--- src/rtl/wrap_pkg.sv ---
package wrap_pkg;
  localparam int N_REGIONS = 3;
  localparam int CODE_W    = $clog2(N_REGIONS + 1);

  // Region index order is also fold priority: lower index wins.
  typedef enum logic [CODE_W-1:0] {
    WRAP_NONE = 2'd0,
    WRAP_USER = 2'd1,
    WRAP_GP   = 2'd2,
    WRAP_RX   = 2'd3
  } wrap_kind_e;
endpackage

--- src/rtl/region_cross.sv ---
module region_cross #(
  parameter int AW     = 16,
  parameter int STEP_W = 2
) (
  input  logic [AW-1:0]     cur,
  input  logic [STEP_W-1:0] step,
  input  logic [AW-1:0]     end_addr,
  input  logic [AW-1:0]     target,
  output logic              hit,
  output logic [AW-1:0]     folded
);
  logic [AW:0] sum;
  logic [AW:0] lim;
  logic [AW:0] over;

  always_comb begin
    sum    = {1'b0, cur} + (AW+1)'(step);
    lim    = {1'b0, end_addr};
    // Crossing is judged on the pre-increment address.
    hit    = (cur <= end_addr) && (sum > lim);
    over   = sum - lim - (AW+1)'(1);
    folded = AW'({1'b0, target} + over);
  end
endmodule

--- src/rtl/wrap_priority_mux.sv ---
module wrap_priority_mux
  import wrap_pkg::*;
#(
  parameter int AW = 16
) (
  input  logic [N_REGIONS-1:0]         hit,
  input  logic [N_REGIONS-1:0][AW-1:0] cand,
  input  logic [AW-1:0]                linear,
  output logic [AW-1:0]                sel,
  output logic [CODE_W-1:0]            code
);
  always_comb begin
    sel  = linear;
    code = WRAP_NONE;
    for (int k = N_REGIONS - 1; k >= 0; k--) begin
      if (hit[k]) begin
        sel  = cand[k];
        code = CODE_W'(k + 1);
      end
    end
  end
endmodule

--- src/rtl/wrap_stream_stage.sv ---
module wrap_stream_stage #(
  parameter int W       = 18,
  parameter bit REG_OUT = 1'b1
) (
  input  logic         clk,
  input  logic         rst_n,
  input  logic         in_valid,
  output logic         in_ready,
  input  logic [W-1:0] in_data,
  output logic         out_valid,
  input  logic         out_ready,
  output logic [W-1:0] out_data
);
  generate
    if (REG_OUT) begin : g_reg
      logic         vld_q;
      logic [W-1:0] dat_q;

      assign in_ready  = !vld_q || out_ready;
      assign out_valid = vld_q;
      assign out_data  = dat_q;

      always_ff @(posedge clk or negedge rst_n) begin
        if (!rst_n) begin
          vld_q <= 1'b0;
          dat_q <= '0;
        end else if (in_ready) begin
          vld_q <= in_valid;
          if (in_valid) dat_q <= in_data;
        end
      end
    end else begin : g_pass
      assign in_ready  = out_ready;
      assign out_valid = in_valid;
      assign out_data  = in_data;
    end
  endgenerate
endmodule

--- src/rtl/wrap_stepper.sv ---
module wrap_stepper
  import wrap_pkg::*;
#(
  parameter int            AW        = 16,
  parameter int            STEP_W    = 2,
  parameter logic [AW-1:0] LAST_ADDR = 'h5FFF,
  parameter bit            REG_OUT   = 1'b1
) (
  input  logic              clk,
  input  logic              rst_n,
  input  logic              in_valid,
  output logic              in_ready,
  input  logic [AW-1:0]     in_addr,
  input  logic [STEP_W-1:0] in_step,
  input  logic [AW-1:0]     rx_start,
  input  logic [AW-1:0]     ua_start,
  input  logic [AW-1:0]     ua_end,
  output logic              out_valid,
  input  logic              out_ready,
  output logic [AW-1:0]     out_addr,
  output logic [CODE_W-1:0] out_wrap
);
  localparam int DW = AW + CODE_W;

  logic [N_REGIONS-1:0][AW-1:0] end_arr;
  logic [N_REGIONS-1:0][AW-1:0] tgt_arr;
  logic [N_REGIONS-1:0][AW-1:0] fold_arr;
  logic [N_REGIONS-1:0]         hit_vec;
  logic [AW-1:0]                linear;
  logic [AW-1:0]                next_addr;
  logic [CODE_W-1:0]            next_code;

  always_comb begin
    end_arr[0] = ua_end;
    tgt_arr[0] = ua_start;
    end_arr[1] = rx_start - AW'(1);
    tgt_arr[1] = '0;
    end_arr[2] = LAST_ADDR;
    tgt_arr[2] = rx_start;
    linear     = in_addr + AW'(in_step);
  end

  for (genvar k = 0; k < N_REGIONS; k++) begin : g_region
    region_cross #(.AW(AW), .STEP_W(STEP_W)) u_cross (
      .cur     (in_addr),
      .step    (in_step),
      .end_addr(end_arr[k]),
      .target  (tgt_arr[k]),
      .hit     (hit_vec[k]),
      .folded  (fold_arr[k])
    );
  end

  wrap_priority_mux #(.AW(AW)) u_mux (
    .hit   (hit_vec),
    .cand  (fold_arr),
    .linear(linear),
    .sel   (next_addr),
    .code  (next_code)
  );

  wrap_stream_stage #(.W(DW), .REG_OUT(REG_OUT)) u_stage (
    .clk      (clk),
    .rst_n    (rst_n),
    .in_valid (in_valid),
    .in_ready (in_ready),
    .in_data  ({next_code, next_addr}),
    .out_valid(out_valid),
    .out_ready(out_ready),
    .out_data ({out_wrap, out_addr})
  );
endmodule

--- config.mk ---
export PLATFORM = sky130hd
export DESIGN_NAME = wrap_stepper
export DESIGN_NICKNAME = d
export VERILOG_FILES = /design/src/rtl/wrap_pkg.sv /design/src/rtl/region_cross.sv /design/src/rtl/wrap_priority_mux.sv /design/src/rtl/wrap_stream_stage.sv /design/src/rtl/wrap_stepper.sv
export SDC_FILE = /design/constraint.sdc
export NUM_CORES = 1
export LEC_CHECK = 0
export BUFFER_PORTS_ARGS = -buffer_cell sky130_fd_sc_hd__clkbuf_2
export CORE_MARGIN = 2
export CORE_UTILIZATION = 55
export CTS_BUF_LIST = sky130_fd_sc_hd__clkbuf_4 sky130_fd_sc_hd__clkbuf_8
export DETAILED_ROUTE_END_ITERATION = 10
export PLACE_DENSITY = 0.79
export SLEW_MARGIN = 20
export SYNTH_ARGS = -nofsm -noshare
export SYNTH_HDL_FRONTEND = slang
export SYNTH_SLANG_ARGS = --single-unit
--- constraint.sdc ---
create_clock -name clk -period 2.5 [get_ports clk]
set_clock_uncertainty 0.1 [all_clocks]
set_input_delay 0.25 -clock clk [delete_from_list [all_inputs] [get_ports clk]]
set_output_delay 0.25 -clock clk [all_outputs]
set_load 0.01 [all_outputs]
==> results.md, run 1 <==
## Outcome
- stopped before the end — result of the run
- global routing — halt point of the flow
- [ERROR DPL-0038] Utilization greater than 100%, impossible to legalize — run-stopping error

## Yosys
- 0 — number of enable-type register cells in the synthesized netlist
- 684 — Cells after Synth
- sky130_fd_sc_hd__ha_1 — dominant cell by count in the synthesized netlist
- 1.00 — Post-synth ARST share
- sky130_fd_sc_hd__ha_1 — cell type with the highest aggregate area in the netlist
- 8.21 um2 — post-synthesis area per instance
- 5620 um2 — post-synth design cell area
- 0.0847 — sequential fraction of the synthesis area
- 879 — syn nets
- sky130_fd_sc_hd__ha_1 (24%), sky130_fd_sc_hd__dfrtp_1 (8.5%), sky130_fd_sc_hd__xnor2_1 (6.9%) — leading cell types by total area after synthesis
- sky130_fd_sc_hd__ha_1 (106), sky130_fd_sc_hd__a21oi_1 (48), sky130_fd_sc_hd__nor2_1 (47) — synth cell count leaders
- 0 — total of warnings raised by yosys
- 19 — total of flip-flops plus latches after synthesis
- 0.236 — area share of the leading cell type in the synthesized netlist
- sky130_fd_sc_hd__dfrtp_1 — prevailing post-synth register cell
- 75 — Yosys cell types

## Placed design
- 18.7 mm — total half-perimeter wirelength after legalization and detailed placement
- 1129 — Placed Cells
- 89 — number of buffers added on ports
- 1.02 — RePlAce Congestion
- -1.79 ns — dpl ws

## Floorplan
- 105 um — Die Y
- 0.569 — initial standard-cell utilization of the core
- 90 — # IOs
- 36 — floorplan row count
- 105 um — Die Wd

## Clocking
- 2 — maximum root-to-sink buffer count
- 3 — total clock buffers created by CTS
- sky130_fd_sc_hd__clkbuf_8 — Clk Tree Root Cell
- 1 — htree depth
- 19 — CTS sink count

## GRT
- 20 — maximum number of pins on one net before global-route repair

## STA
- register input — classification of the worst endpoint
- u_stage.out_data[6]$_DFFE_PN0P_/D — worst_ep grt

through the flow:
step           hold WS (ns)  cell area (um2)
2_1_floorplan        -0.146             5740
3_5_place_dp          0.123             8070
3_3_place_gp          0.121             8070
4_1_cts               0.103             9110
kinds of logic after synthesis:
logic type	after synthesis	share of synthesized area
buffers and inverters	54	0.0421
XOR/XNOR	70	0.115
multiplexers	6	0.0107
flip-flops	19	0.0847
AO/OA/AOI/OAI	202	0.251
adder cells (fa/ha/maj)	125	0.304
AND/OR/NAND/NOR	208	0.193
timing repair:
item	in CTS
cloned	4
endpoints found under the hold margin	19
endpoints found under the setup margin	18
hold buffers	1
setup buffers	32
pin swaps	72
resized for setup	132
==> inputs of run 2 (changes only) <==
--- a/config.mk
+++ b/config.mk
@@ -7,10 +7,9 @@
 export LEC_CHECK = 0
 export BUFFER_PORTS_ARGS = -buffer_cell sky130_fd_sc_hd__clkbuf_2
 export CORE_MARGIN = 2
-export CORE_UTILIZATION = 55
-export CTS_BUF_LIST = sky130_fd_sc_hd__clkbuf_4 sky130_fd_sc_hd__clkbuf_8
+export CORE_UTILIZATION = 40
 export DETAILED_ROUTE_END_ITERATION = 10
-export PLACE_DENSITY = 0.79
+export PLACE_DENSITY_LB_ADDON = 0.15
 export SLEW_MARGIN = 20
 export SYNTH_ARGS = -nofsm -noshare
 export SYNTH_HDL_FRONTEND = slang
==> results.md, run 2 <==
## Routing
- 24.0 mm — total wire length
- 445 — 1st-iter DRT viols
- 7035 — DR vias
- 5 — first drt pass iteration count
- 5.73 — average via count per standard cell
- 0 — count of nets left with antenna violations after detail routing
- 0 — count of unresolved DRC violations after routing
- 19.6 um — Routed WL per cell

## Placed design
- 0.945 — RePlAce Congestion, -7.7%
- 18.4 mm — total half-perimeter wirelength after legalization and detailed placement, -1.8%
- 89 — number of buffers added on ports, unchanged
- 8150 um2 — Placement Cell Area, +0.98%
- 1182 — Placed Cells, +4.7%
- -1.88 ns — dpl ws, -0.0880 ns

## STA
- -21.84 ns — Setup TNS
- 0 — Slew Limit Fails
- 0.697 ns — slew at the pin with the worst max-slew slack
- 1.52 — Final Cycle Share
- -1.29 ns — worst path setup slack after routing
- 0.534 — worst max-slew margin expressed relative to the limit
- 3.79 ns — min Tclk post-route
- 0.110 ns — Hold Worst Slack
- 264 MHz — maximum operating frequency
- 18 — final-report setup violation count
- 0 — hold violation count in the final report
- true — RSZ-0062 raised after global routing

## Yosys
- sky130_fd_sc_hd__ha_1 — dominant cell by count in the synthesized netlist
- sky130_fd_sc_hd__ha_1 (24%), sky130_fd_sc_hd__dfrtp_1 (8.5%), sky130_fd_sc_hd__xnor2_1 (6.9%) — leading cell types by total area after synthesis
- 0.304 — fraction of the mapped netlist area in adder cells, unchanged
- 0.193 — post-synthesis simple-gate area fraction, unchanged
- 0.0107 — multiplexer share of the synthesized area, unchanged
- 0.236 — area share of the leading cell type in the synthesized netlist, unchanged
- 1.00 — Post-synth ARST share, unchanged
- 0 — number of enable-type register cells in the synthesized netlist, unchanged
- 0 — total of warnings raised by yosys, unchanged
- 19 — total of flip-flops plus latches after synthesis, unchanged
- 5620 um2 — post-synth design cell area, unchanged
- sky130_fd_sc_hd__dfrtp_1 — prevailing post-synth register cell
- 879 — syn nets, unchanged
- sky130_fd_sc_hd__ha_1 — cell type with the highest aggregate area in the netlist
- sky130_fd_sc_hd__ha_1 (106), sky130_fd_sc_hd__a21oi_1 (48), sky130_fd_sc_hd__nor2_1 (47) — synth cell count leaders
- 0.115 — xor/xnor cell area share of the yosys netlist, unchanged
- 0.0847 — sequential fraction of the synthesis area, unchanged
- 684 — Cells after Synth, unchanged
- 75 — Yosys cell types, unchanged
- adder cells — main combinational cell family by area after synthesis
- 8.21 um2 — post-synthesis area per instance, unchanged
- 0.251 — fraction of the mapped netlist area in compound gates, unchanged

## Layout
- 5970 um2 — Multi-input gate area
- 0 — number of antenna diodes
- sky130_fd_sc_hd__buf_4 (256), sky130_fd_sc_hd__clkbuf_2 (86), sky130_fd_sc_hd__ha_1 (83) — highest-count cells in the layout ignoring fill and taps
- 0.700 — utilization of the core after routing
- 18 — Largest register FFs
- 9640 um2 — final std cell area, no fill
- 1053 — count of filler cells inserted in the layout
- 1244 — layout net count
- 1228 — Cell Count, Final, Fillers Out
- 0.508 — fraction of final layout cells sized beyond drive strength 1
- 71.7% — Syn-to-layout area delta
- 475 um2 — area of all sequential standard cells
- sky130_fd_sc_hd__buf_4 — most common library cell in the layout ignoring fill and taps

## Outcome
- setup timing — violated checks
- finished with violations — result of the run

## Critical path
- compound AO/OA/AOI/OAI gates — dominant delay contributor by cell family on the critical path
- u_stage.out_data[9] — Reg2Reg Capture Point
- flop — endpoint type of the worst setup path
- input pin — Setup crit start kind
- 0.77 ns — internal reg-to-reg setup slack
- sky130_fd_sc_hd__fa_1 — Critical Path Slowest Stage Cell
- 1 — Bufs and invs on worst path
- buf_8, ha_4, fa_2, xor2_4, fa_1, ha_1, a21o_1, a21o_1, a2111oi_4, o31ai_2, o41a_1, a31oi_1, xor2_1, a21oi_1, a22o_1 — cell chain of the critical path
- in_addr[0] — CP startpoint
- u_stage.out_valid — R2R Path Start
- 3.83 ns — arrival time of data at the critical path endpoint
- 0.47 ns — slowest stage delay, CP
- sky130_fd_sc_hd__a21o_1 — crit-path most repeated cell
- in2reg — classification of the worst setup path
- 4 — cell depth of the worst flop-to-flop path
- 2.54 ns — required time at the endpoint of the critical path
- 2 — maximum fanout count along the critical path

## Clocking
- 3 — total clock buffers created by CTS, unchanged
- 19 — CTS sink count, unchanged
- 0.25 ns — Worst-Skew Late Latency
- 2 — maximum root-to-sink buffer count, unchanged
- 1 — htree depth, unchanged
- yes — TritonCTS clock tree
- 0.05 ns — CTS clock-pin slew for the worst setup and hold paths
- sky130_fd_sc_hd__clkbuf_16 — Clk Tree Root Cell

## Floorplan
- 90 — # IOs, unchanged
- 15000 um2 — die footprint
- 43 — floorplan row count, +19%
- 122 um — Die Wd, +17%
- 122 um — Die Y, +17%
- 13800 um2 — standard cell core area
- 0.408 — initial standard-cell utilization of the core, -0.162

## GRT
- 0.0274 — met3 usage in global routing
- 20 — maximum number of pins on one net before global-route repair
- 0 — number of antenna violations at the first check in global routing
- 0 — residual overflow from global routing
- 0.379 — met1 layer usage reported by global route
- 0.309 — Total Routing Usage GR
- 0.553 — global routing usage on met2
- 35.9 mm — first-pass GRT wire length
- met2 — most used routing layer in global routing
- 7205 — number of global-route vias before repair

## Pwr
- 0.111 — fraction of power consumed by sequential logic
- 0.091 — proportion of power drawn by the clock network
- 3.91 mW — power after layout
- 406 nW/um2 — Power Density
- 0.263 mV — Worst VDD drop
- 0.798 — combinational share of power
- 2.17 mW — cell internal power dissipation
- 4.45 nW — Pleak
- 0.445 — Sw Share
- 1.74 mW — Switch Pwr

## Worst hold path
- u_stage.out_valid — Endpoint, Worst Hold
- in2reg — path class of the lowest-slack min-delay path
- 2 — count of cells along the worst hold path
- in_valid — hold path startpoint

## Run
- 0 — # Max-Cap Violations

[run 2: cell counts after synthesis]
No cell type changed its count.
[run 2: cell families (layout without fill, tap and decap cells)]
| group | after synthesis | in the layout |
|---|---|---|
| compound gates | 202 | 202 |
| xor+xnor | 70 | 70 |
| fa+ha+maj | 125 | 125 |
| buf+inv | 54 | 417 |
| flops | 19 | 19 |
| mux | 6 | 6 |
| simple gates | 208 | 209 |
[run 2: worst max path at each step]
| stage | end | slack [ns] | cells after the start |
|---|---|---|---|
| 4_1_cts | u_stage.out_data[14] | -1.28 | 15 |
| 5_1_grt | u_stage.out_data[14] | -1.44 | 15 |
| 2_1_floorplan | u_stage.out_data[14] | -1.27 | 14 |
| 3_5_place_dp | u_stage.out_data[13] | -1.88 | 18 |
| 3_3_place_gp | u_stage.out_data[13] | -1.79 | 18 |
| 6_report | u_stage.out_data[14] | -1.29 | 15 |
[run 2: final cells by class]
type | instances | share of cell area
timing repair buffer | 372 | 0.283
clock buffer | 3 | 0.00779
sequential | 19 | 0.0493
clock inverter | 1 | 0.000779
tap | 180 | 0.0234
inverter | 41 | 0.0160
multi-input combinational | 612 | 0.619
[run 2: power by group through the flow]
| stage | Clock, mW | Sequential [mW] | Combinational, mW |
|---|---|---|---|
| floorplan | 0 | 0.464 | 1.34 |
| global placement | 0 | 0.435 | 2.43 |
| detailed placement | 0 | 0.440 | 2.49 |
| CTS | 0.352 | 0.434 | 2.89 |
| global route | 0.366 | 0.443 | 3.36 |
| finish | 0.355 | 0.435 | 3.12 |
[run 2: layer usage]
metal / vias up / wire, um
li1: 3295 / -
met1: 3328 / 9860
met2: 320 / 11400
met3: 92 / 1380
met4: 0 / 1370
met5: - / 0
[run 2: worst register-to-register path, cell delays in order, from the launching register on]
cell                       delay (ns)
sky130_fd_sc_hd__dfrtp_1         0.37
sky130_fd_sc_hd__nand2b_1        0.12
sky130_fd_sc_hd__and2_1          0.59
sky130_fd_sc_hd__o21ai_0         0.23
sky130_fd_sc_hd__o22a_1          0.20
[run 2: timing repair]
action	CTS	global route
hold endpoints to repair	19	0
pin swaps	67	38
cloned	1	0
endpoints found under the setup margin	18	18
resized for setup	140	54
hold buffers	1	0
setup buffers	39	6
No activity file was read; power rests on OpenSTA's default activity.
==> inputs of run 3 (changes only) <==
--- a/config.mk
+++ b/config.mk
@@ -7,7 +7,7 @@
 export LEC_CHECK = 0
 export BUFFER_PORTS_ARGS = -buffer_cell sky130_fd_sc_hd__clkbuf_2
 export CORE_MARGIN = 2
-export CORE_UTILIZATION = 40
+export CORE_UTILIZATION = 45
 export DETAILED_ROUTE_END_ITERATION = 10
 export PLACE_DENSITY_LB_ADDON = 0.15
 export SLEW_MARGIN = 20
==> results.md, run 3 (synthesis gave the netlist of run 2 again) <==
## STA
- 261 MHz — maximum operating frequency, -1.2%
- 1.54 — Final Cycle Share, +0.0189
- 0.728 ns — slew at the pin with the worst max-slew slack, +0.0306 ns
- 0 — Slew Limit Fails, unchanged
- -1.34 ns — worst path setup slack after routing, -0.0473 ns
- 3.84 ns — min Tclk post-route, +0.0473 ns
- 0 — hold violation count in the final report, unchanged
- true — RSZ-0062 raised after global routing
- -21.85 ns — Setup TNS, -0.00740 ns
- 0.514 — worst max-slew margin expressed relative to the limit, -0.0204
- 0.117 ns — Hold Worst Slack, +0.00658 ns
- 18 — final-report setup violation count, unchanged

## Layout
- 0.507 — fraction of final layout cells sized beyond drive strength 1, -0.000954
- 9580 um2 — final std cell area, no fill, -0.62%
- 0 — number of antenna diodes, unchanged
- 70.6% — Syn-to-layout area delta
- 1244 — layout net count, unchanged
- 18 — Largest register FFs, unchanged
- sky130_fd_sc_hd__buf_4 — most common library cell in the layout ignoring fill and taps
- sky130_fd_sc_hd__buf_4 (260), sky130_fd_sc_hd__ha_1 (90), sky130_fd_sc_hd__clkbuf_2 (86) — highest-count cells in the layout ignoring fill and taps

## Routing
- 0 — count of nets left with antenna violations after detail routing, unchanged
- 641 — 1st-iter DRT viols, +44%
- 0 — count of unresolved DRC violations after routing, unchanged
- 20.1 um — Routed WL per cell, +2.6%
- 24.4 mm — total wire length, +1.6%
- 5 — first drt pass iteration count, unchanged
- 7176 — DR vias, +2.0%
- 5.90 — average via count per standard cell, +3.0%

## GRT
- 35.5 mm — first-pass GRT wire length, -1.0%
- 7163 — number of global-route vias before repair, -0.58%
- 20 — maximum number of pins on one net before global-route repair, unchanged
- 0 — residual overflow from global routing, unchanged
- 0 — number of antenna violations at the first check in global routing, unchanged
- 0.341 — Total Routing Usage GR, +0.0320

## Clocking
- 0.26 ns — Worst-Skew Late Latency, about the same
- 0.06 ns — CTS clock-pin slew for the worst setup and hold paths, about the same
- 3 — total clock buffers created by CTS, unchanged
- 1 — htree depth, unchanged
- 2 — maximum root-to-sink buffer count, unchanged
- sky130_fd_sc_hd__clkbuf_16 — Clk Tree Root Cell
- yes — TritonCTS clock tree
- 19 — CTS sink count, unchanged

## Critical path
- sky130_fd_sc_hd__a31oi_1 — crit-path most repeated cell
- 0.41 ns — slowest stage delay, CP, -0.06 ns
- compound AO/OA/AOI/OAI gates — dominant delay contributor by cell family on the critical path
- input pin — Setup crit start kind
- in2reg — classification of the worst setup path
- 3.89 ns — arrival time of data at the critical path endpoint, +0.06 ns
- sky130_fd_sc_hd__fa_1 — Critical Path Slowest Stage Cell
- 2.55 ns — required time at the endpoint of the critical path, about the same
- clkbuf_4, ha_4, a21oi_2, nor3_2, nand2_1, xnor2_1, buf_4, fa_1, ha_1, and2_1, a31oi_1, o31ai_2, o41a_1, a31oi_1, xor2_1, a21oi_1, a22o_1 — cell chain of the critical path
- 3 — maximum fanout count along the critical path, +1
- 2 — Bufs and invs on worst path, +1
- flop — endpoint type of the worst setup path

## Pwr
- 0.273 mV — Worst VDD drop, +3.7%
- 4.44 nW — Pleak, -0.11%
- 414 nW/um2 — Power Density, +1.9%

## Floorplan
- 40 — floorplan row count, -7.0%
- 13400 um2 — die footprint, -11%
- 12100 um2 — standard cell core area, -12%
- 90 — # IOs, unchanged
- 0.464 — initial standard-cell utilization of the core, +0.0559
- 116 um — Die Wd, -5.5%
- 116 um — Die Y, -5.5%

## Placed design
- 89 — number of buffers added on ports, unchanged
- 18.6 mm — total half-perimeter wirelength after legalization and detailed placement, +0.93%
- 0.962 — RePlAce Congestion, +1.8%
- 8190 um2 — Placement Cell Area, +0.46%

## Worst hold path
- in2reg — path class of the lowest-slack min-delay path

## Run
- 0 — # Max-Cap Violations, unchanged

## Outcome
- finished with violations — result of the run
- setup timing — violated checks

-- run 3: changes by cell type in the layout (fill, tap and decap cells not counted), sizes merged --
cell    before  now
a22oi        4    5
and2         7    6
buf        284  283
o211ai       8    9
-- run 3: through the flow --
step | instances | setup slack [ns] | power (mW) | util
after CTS | 1205 | -1.28 | 3.60 | 0.738
final | 1216 | -1.34 | 3.96 | 0.791
after detailed placement | 1177 | -1.92 | 2.97 | 0.676
after global placement | 1177 | -1.82 | 2.89 | 0.676
after global routing | 1216 | -1.55 | 4.20 | 0.791
after floorplan | 684 | -1.27 | 1.81 | -
-- run 3: power breakdown --
group | internal (mW) | total [mW] | switching, mW
clock network | 0.217 | 0.356 | 0.139
logic | 1.57 | 3.17 | 1.60
registers | 0.384 | 0.436 | 0.0520
-- run 3: what timing repair did --
| item | CTS | global route |
|---|---|---|
| endpoints found under the hold margin | 19 | 0 |
| buffers inserted | 21 | 16 |
| pin swaps | 46 | 69 |
| setup endpoints to repair | 18 | 18 |
| resized for setup | 94 | 103 |
| hold buffers | 1 | 0 |
| cloned | 2 | 0 |
-- run 3: layout make-up --
type / count / area, um2
clock buffers: 3 / 75.1
clock inverters: 1 / 7.51
fillers: 836 / 2530
inverters: 41 / 154
multi-input cells: 613 / 5960
flip-flops and latches: 19 / 475
well taps: 168 / 210
repair buffers: 371 / 2690
-- run 3: final timing paths --
kind	from	to	slack, ns	cells past startpoint
max	in_addr[1]	u_stage.out_data[14]	-1.34	17
min	in_valid	u_stage.out_valid	0.12	2
max reg2reg	u_stage.out_valid	u_stage.out_data[7]	0.80	5
min reg2reg	u_stage.out_data[16]	u_stage.out_data[16]	0.39	2
max in group asynchronous	rst_n	u_stage.out_data[15]	1.52	2
min in group asynchronous	rst_n	u_stage.out_data[17]	0.42	2
-- run 3: worst reg2reg max path, delay by kind of cell (launching register included) --
| kind | cells | cell delay, ns |
|---|---|---|
| AOI/OAI and AO/OA | 2 | 0.27 |
| buffers and inverters | 1 | 0.27 |
| and+or+nand+nor | 2 | 0.58 |
| DFF | 1 | 0.37 |
-- run 3: routing by layer --
layer  global-route usage  share of wire  vias to the layer above
li1                     -              -                     3307
met4                0.140          0.053                        0
met3               0.0314          0.056                      109
met1                0.419           0.41                     3417
met2                0.611           0.49                      343
met5                    0              0                        -
==> inputs of run 4 (changes only) <==
--- a/config.mk
+++ b/config.mk
@@ -5,6 +5,7 @@
 export SDC_FILE = /design/constraint.sdc
 export NUM_CORES = 1
 export LEC_CHECK = 0
+export ABC_AREA = 1
 export BUFFER_PORTS_ARGS = -buffer_cell sky130_fd_sc_hd__clkbuf_2
 export CORE_MARGIN = 2
 export CORE_UTILIZATION = 45
==> results.md, run 4 <==
## Outcome
- finished with violations — result of the run
- setup timing — violated checks

## Clocking
- 0.26 ns — Worst-Skew Late Latency, about the same
- 1 — htree depth, unchanged
- yes — TritonCTS clock tree
- 3 — total clock buffers created by CTS, unchanged
- 0.06 ns — CTS clock-pin slew for the worst setup and hold paths, about the same
- 19 — CTS sink count, unchanged
- 2 — maximum root-to-sink buffer count, unchanged
- sky130_fd_sc_hd__clkbuf_16 — Clk Tree Root Cell

## Yosys
- 0.0788 — sequential fraction of the synthesis area, -0.00583
- 0.0936 — xor/xnor cell area share of the yosys netlist, -0.0214
- sky130_fd_sc_hd__nand2_1 — dominant cell by count in the synthesized netlist
- sky130_fd_sc_hd__ha_1 — cell type with the highest aggregate area in the netlist
- 19 — total of flip-flops plus latches after synthesis, unchanged
- sky130_fd_sc_hd__nand2_1 (226), sky130_fd_sc_hd__inv_1 (115), sky130_fd_sc_hd__ha_1 (106) — synth cell count leaders
- 0.128 — fraction of the mapped netlist area in compound gates, -0.123
- 1091 — syn nets, +24%
- 0.220 — area share of the leading cell type in the synthesized netlist, -0.0163
- 1.00 — Post-synth ARST share, unchanged
- 0 — multiplexer share of the synthesized area, -0.0107
- 896 — Cells after Synth, +31%
- sky130_fd_sc_hd__dfrtp_1 — prevailing post-synth register cell
- 52 — Yosys cell types, -31%
- 0 — total of warnings raised by yosys, unchanged
- sky130_fd_sc_hd__ha_1 (22%), sky130_fd_sc_hd__nand2_1 (14%), sky130_fd_sc_hd__dfrtp_1 (7.9%) — leading cell types by total area after synthesis
- 0 — number of enable-type register cells in the synthesized netlist, unchanged
- 6030 um2 — post-synth design cell area, +7.4%
- simple AND/OR/NAND/NOR gates — main combinational cell family by area after synthesis
- 6.73 um2 — post-synthesis area per instance, -18%
- 0.283 — fraction of the mapped netlist area in adder cells, -0.0209
- 0.328 — post-synthesis simple-gate area fraction, +0.136

## Pwr
- 5.12 nW — Pleak, +15%
- 411 nW/um2 — Power Density, -0.53%
- 3.95 mW — power after layout, -0.29%
- 0.229 mV — Worst VDD drop, -16%

## Critical path
- sky130_fd_sc_hd__nand2_1 — crit-path most repeated cell
- sky130_fd_sc_hd__fa_1 — Critical Path Slowest Stage Cell
- 7 — cell depth of the worst flop-to-flop path, +2
- flop — endpoint type of the worst setup path
- 2.55 ns — required time at the endpoint of the critical path, about the same
- buf_8, ha_4, fa_2, nand2_4, nor2_4, xor2_4, fa_1, ha_4, inv_4, nor3_4, nand3_2, o2111ai_4, nand2_1, nor2_2, nor2_1, nand2_1, nand2_1, nand2_1, nand2_1, inv_1, a21oi_2 — cell chain of the critical path
- in2reg — classification of the worst setup path
- 0.49 ns — slowest stage delay, CP, +0.08 ns
- u_stage.out_valid — R2R Path Start
- 3.33 ns — arrival time of data at the critical path endpoint, -0.56 ns
- u_stage.out_data[15] — capturing element of the worst setup path
- input pin — Setup crit start kind
- 0.94 ns — internal reg-to-reg setup slack, +0.14 ns
- in_addr[0] — CP startpoint
- 4 — maximum fanout count along the critical path, +1
- u_stage.out_data[11] — Reg2Reg Capture Point

## Run
- 0 — # Max-Cap Violations, unchanged

## STA
- 3.28 ns — min Tclk post-route, -0.563 ns
- 18 — final-report setup violation count, unchanged
- -0.775 ns — worst path setup slack after routing, +0.563 ns
- 0.653 — worst max-slew margin expressed relative to the limit, +0.140
- -12.46 ns — Setup TNS, +9.39 ns
- 305 MHz — maximum operating frequency, +17%
- 1.31 — Final Cycle Share, -0.225
- 0 — hold violation count in the final report, unchanged
- 0 — Slew Limit Fails, unchanged
- 0.520 ns — slew at the pin with the worst max-slew slack, -0.208 ns
- true — RSZ-0062 raised after global routing

## Floorplan
- 14300 um2 — die footprint, +7.1%
- 0.457 — initial standard-cell utilization of the core, -0.00642
- 90 — # IOs, unchanged
- 42 — floorplan row count, +5.0%
- 120 um — Die Wd, +3.5%
- 13200 um2 — standard cell core area, +8.9%
- 120 um — Die Y, +3.5%

## Routing
- 0 — count of unresolved DRC violations after routing, unchanged
- 7421 — DR vias, +3.4%
- 16.2 um — Routed WL per cell, -19%
- 5.26 — average via count per standard cell, -11%
- 0 — count of nets left with antenna violations after detail routing, unchanged
- 6 — first drt pass iteration count, +1
- 22.9 mm — total wire length, -6.2%
- 584 — 1st-iter DRT viols, -8.9%

## GRT
- 0 — number of antenna violations at the first check in global routing, unchanged
- 0 — residual overflow from global routing, unchanged
- 36.2 mm — first-pass GRT wire length, +1.8%
- 7401 — number of global-route vias before repair, +3.3%
- 20 — maximum number of pins on one net before global-route repair, unchanged
- 0.321 — Total Routing Usage GR, -0.0202

## Placed design
- 89 — number of buffers added on ports, unchanged
- 1373 — Placed Cells, +17%
- 18.0 mm — total half-perimeter wirelength after legalization and detailed placement, -3.0%
- 0.950 — RePlAce Congestion, -1.2%
- 8470 um2 — Placement Cell Area, +3.5%

## Layout
- 0.728 — utilization of the core after routing, -0.0629
- 9600 um2 — final std cell area, no fill, +0.25%
- 1412 — Cell Count, Final, Fillers Out, +16%
- 1432 — layout net count, +15%
- 0 — number of antenna diodes, unchanged
- 1070 — count of filler cells inserted in the layout, +28%
- 0.434 — fraction of final layout cells sized beyond drive strength 1, -0.0730
- 18 — Largest register FFs, unchanged
- sky130_fd_sc_hd__buf_4 — most common library cell in the layout ignoring fill and taps
- sky130_fd_sc_hd__buf_4 (239), sky130_fd_sc_hd__nand2_1 (201), sky130_fd_sc_hd__inv_1 (104) — highest-count cells in the layout ignoring fill and taps
- 59.2% — Syn-to-layout area delta

## Worst hold path
- in2reg — path class of the lowest-slack min-delay path

==> run 4: cell types whose count changed in the layout (fill, tap and decap cells not counted), sizes merged, moves of 18 or more <==
cell   before  now
nand2      41  248
inv        41  121
nand3      16   72
buf       283  255
xnor2      44   25
nor2       47   65
==> run 4: routing by layer <==
metal | part of all wire | routed length, um | global-route usage
met3 | 0.051 | 1170 | 0.0261
met5 | 0 | 0 | 0
met1 | 0.43 | 9900 | 0.404
met2 | 0.48 | 10900 | 0.568
met4 | 0.040 | 919 | 0.123
==> run 4: logic make-up (layout without fill, tap and decap cells) <==
logic type / after synthesis / count (layout)
AOI/OAI and AO/OA: 133 / 133
xor gates and xnor gates: 61 / 61
adders and majority gates: 125 / 125
buffers and inverters: 131 / 468
DFF: 19 / 19
and+or+nand+nor: 427 / 430
==> run 4: worst min path at each step <==
stage                                      to  depth (start not counted)      start  slack (ns)
after floorplan           u_stage.out_data[0]                          0      rst_n       -0.15
after global placement    u_stage.out_data[2]                          1      rst_n        0.14
after detailed placement  u_stage.out_data[2]                          1      rst_n        0.14
after CTS                   u_stage.out_valid                          4  out_ready        0.20
after global routing        u_stage.out_valid                          4  out_ready        0.23
final                       u_stage.out_valid                          4  out_ready        0.19
==> run 4: repair_timing <==
action	CTS	global route
hold buffers	1	0
endpoints found under the setup margin	18	18
setup buffers	31	0
endpoints found under the hold margin	19	0
pin swaps	45	18
cloned	5	0
resized for setup	130	35
==> run 4: stage by stage <==
| step | hold WS [ns] | worst slack (ns) |
|---|---|---|
| floorplan | -0.146 | -0.644 |
| global placement | 0.141 | -1.22 |
| detailed placement | 0.143 | -1.24 |
| CTS | 0.202 | -0.707 |
| global route | 0.226 | -0.969 |
| finish | 0.195 | -0.775 |
==> run 4: cell type report <==
class,count,area [um2],share of cell area
Clock buffer,3,75.1,0.00782
Clock inverter,1,5.00,0.000521
Inverter,122,468,0.0487
Multi-Input combinational cell,749,5900,0.614
Sequential cell,19,475,0.0495
Tap cell,176,220,0.0229
Timing Repair Buffer,342,2460,0.257
==> run 4: critical path: cells and delay by family <==
| family | cells | cell delay, ns |
|---|---|---|
| adders and majority gates | 4 | 1.37 |
| and+or+nand+nor | 11 | 0.98 |
| xor gates and xnor gates | 1 | 0.30 |
| buffers and inverters | 3 | 0.24 |
| AOI/OAI and AO/OA | 2 | 0.18 |
==> run 4: where the power goes <==
| part | switching [mW] | total, mW | internal (mW) |
|---|---|---|---|
| sequential | 0.0489 | 0.443 | 0.394 |
| combinational | 1.68 | 3.16 | 1.48 |
| clock | 0.132 | 0.348 | 0.215 |
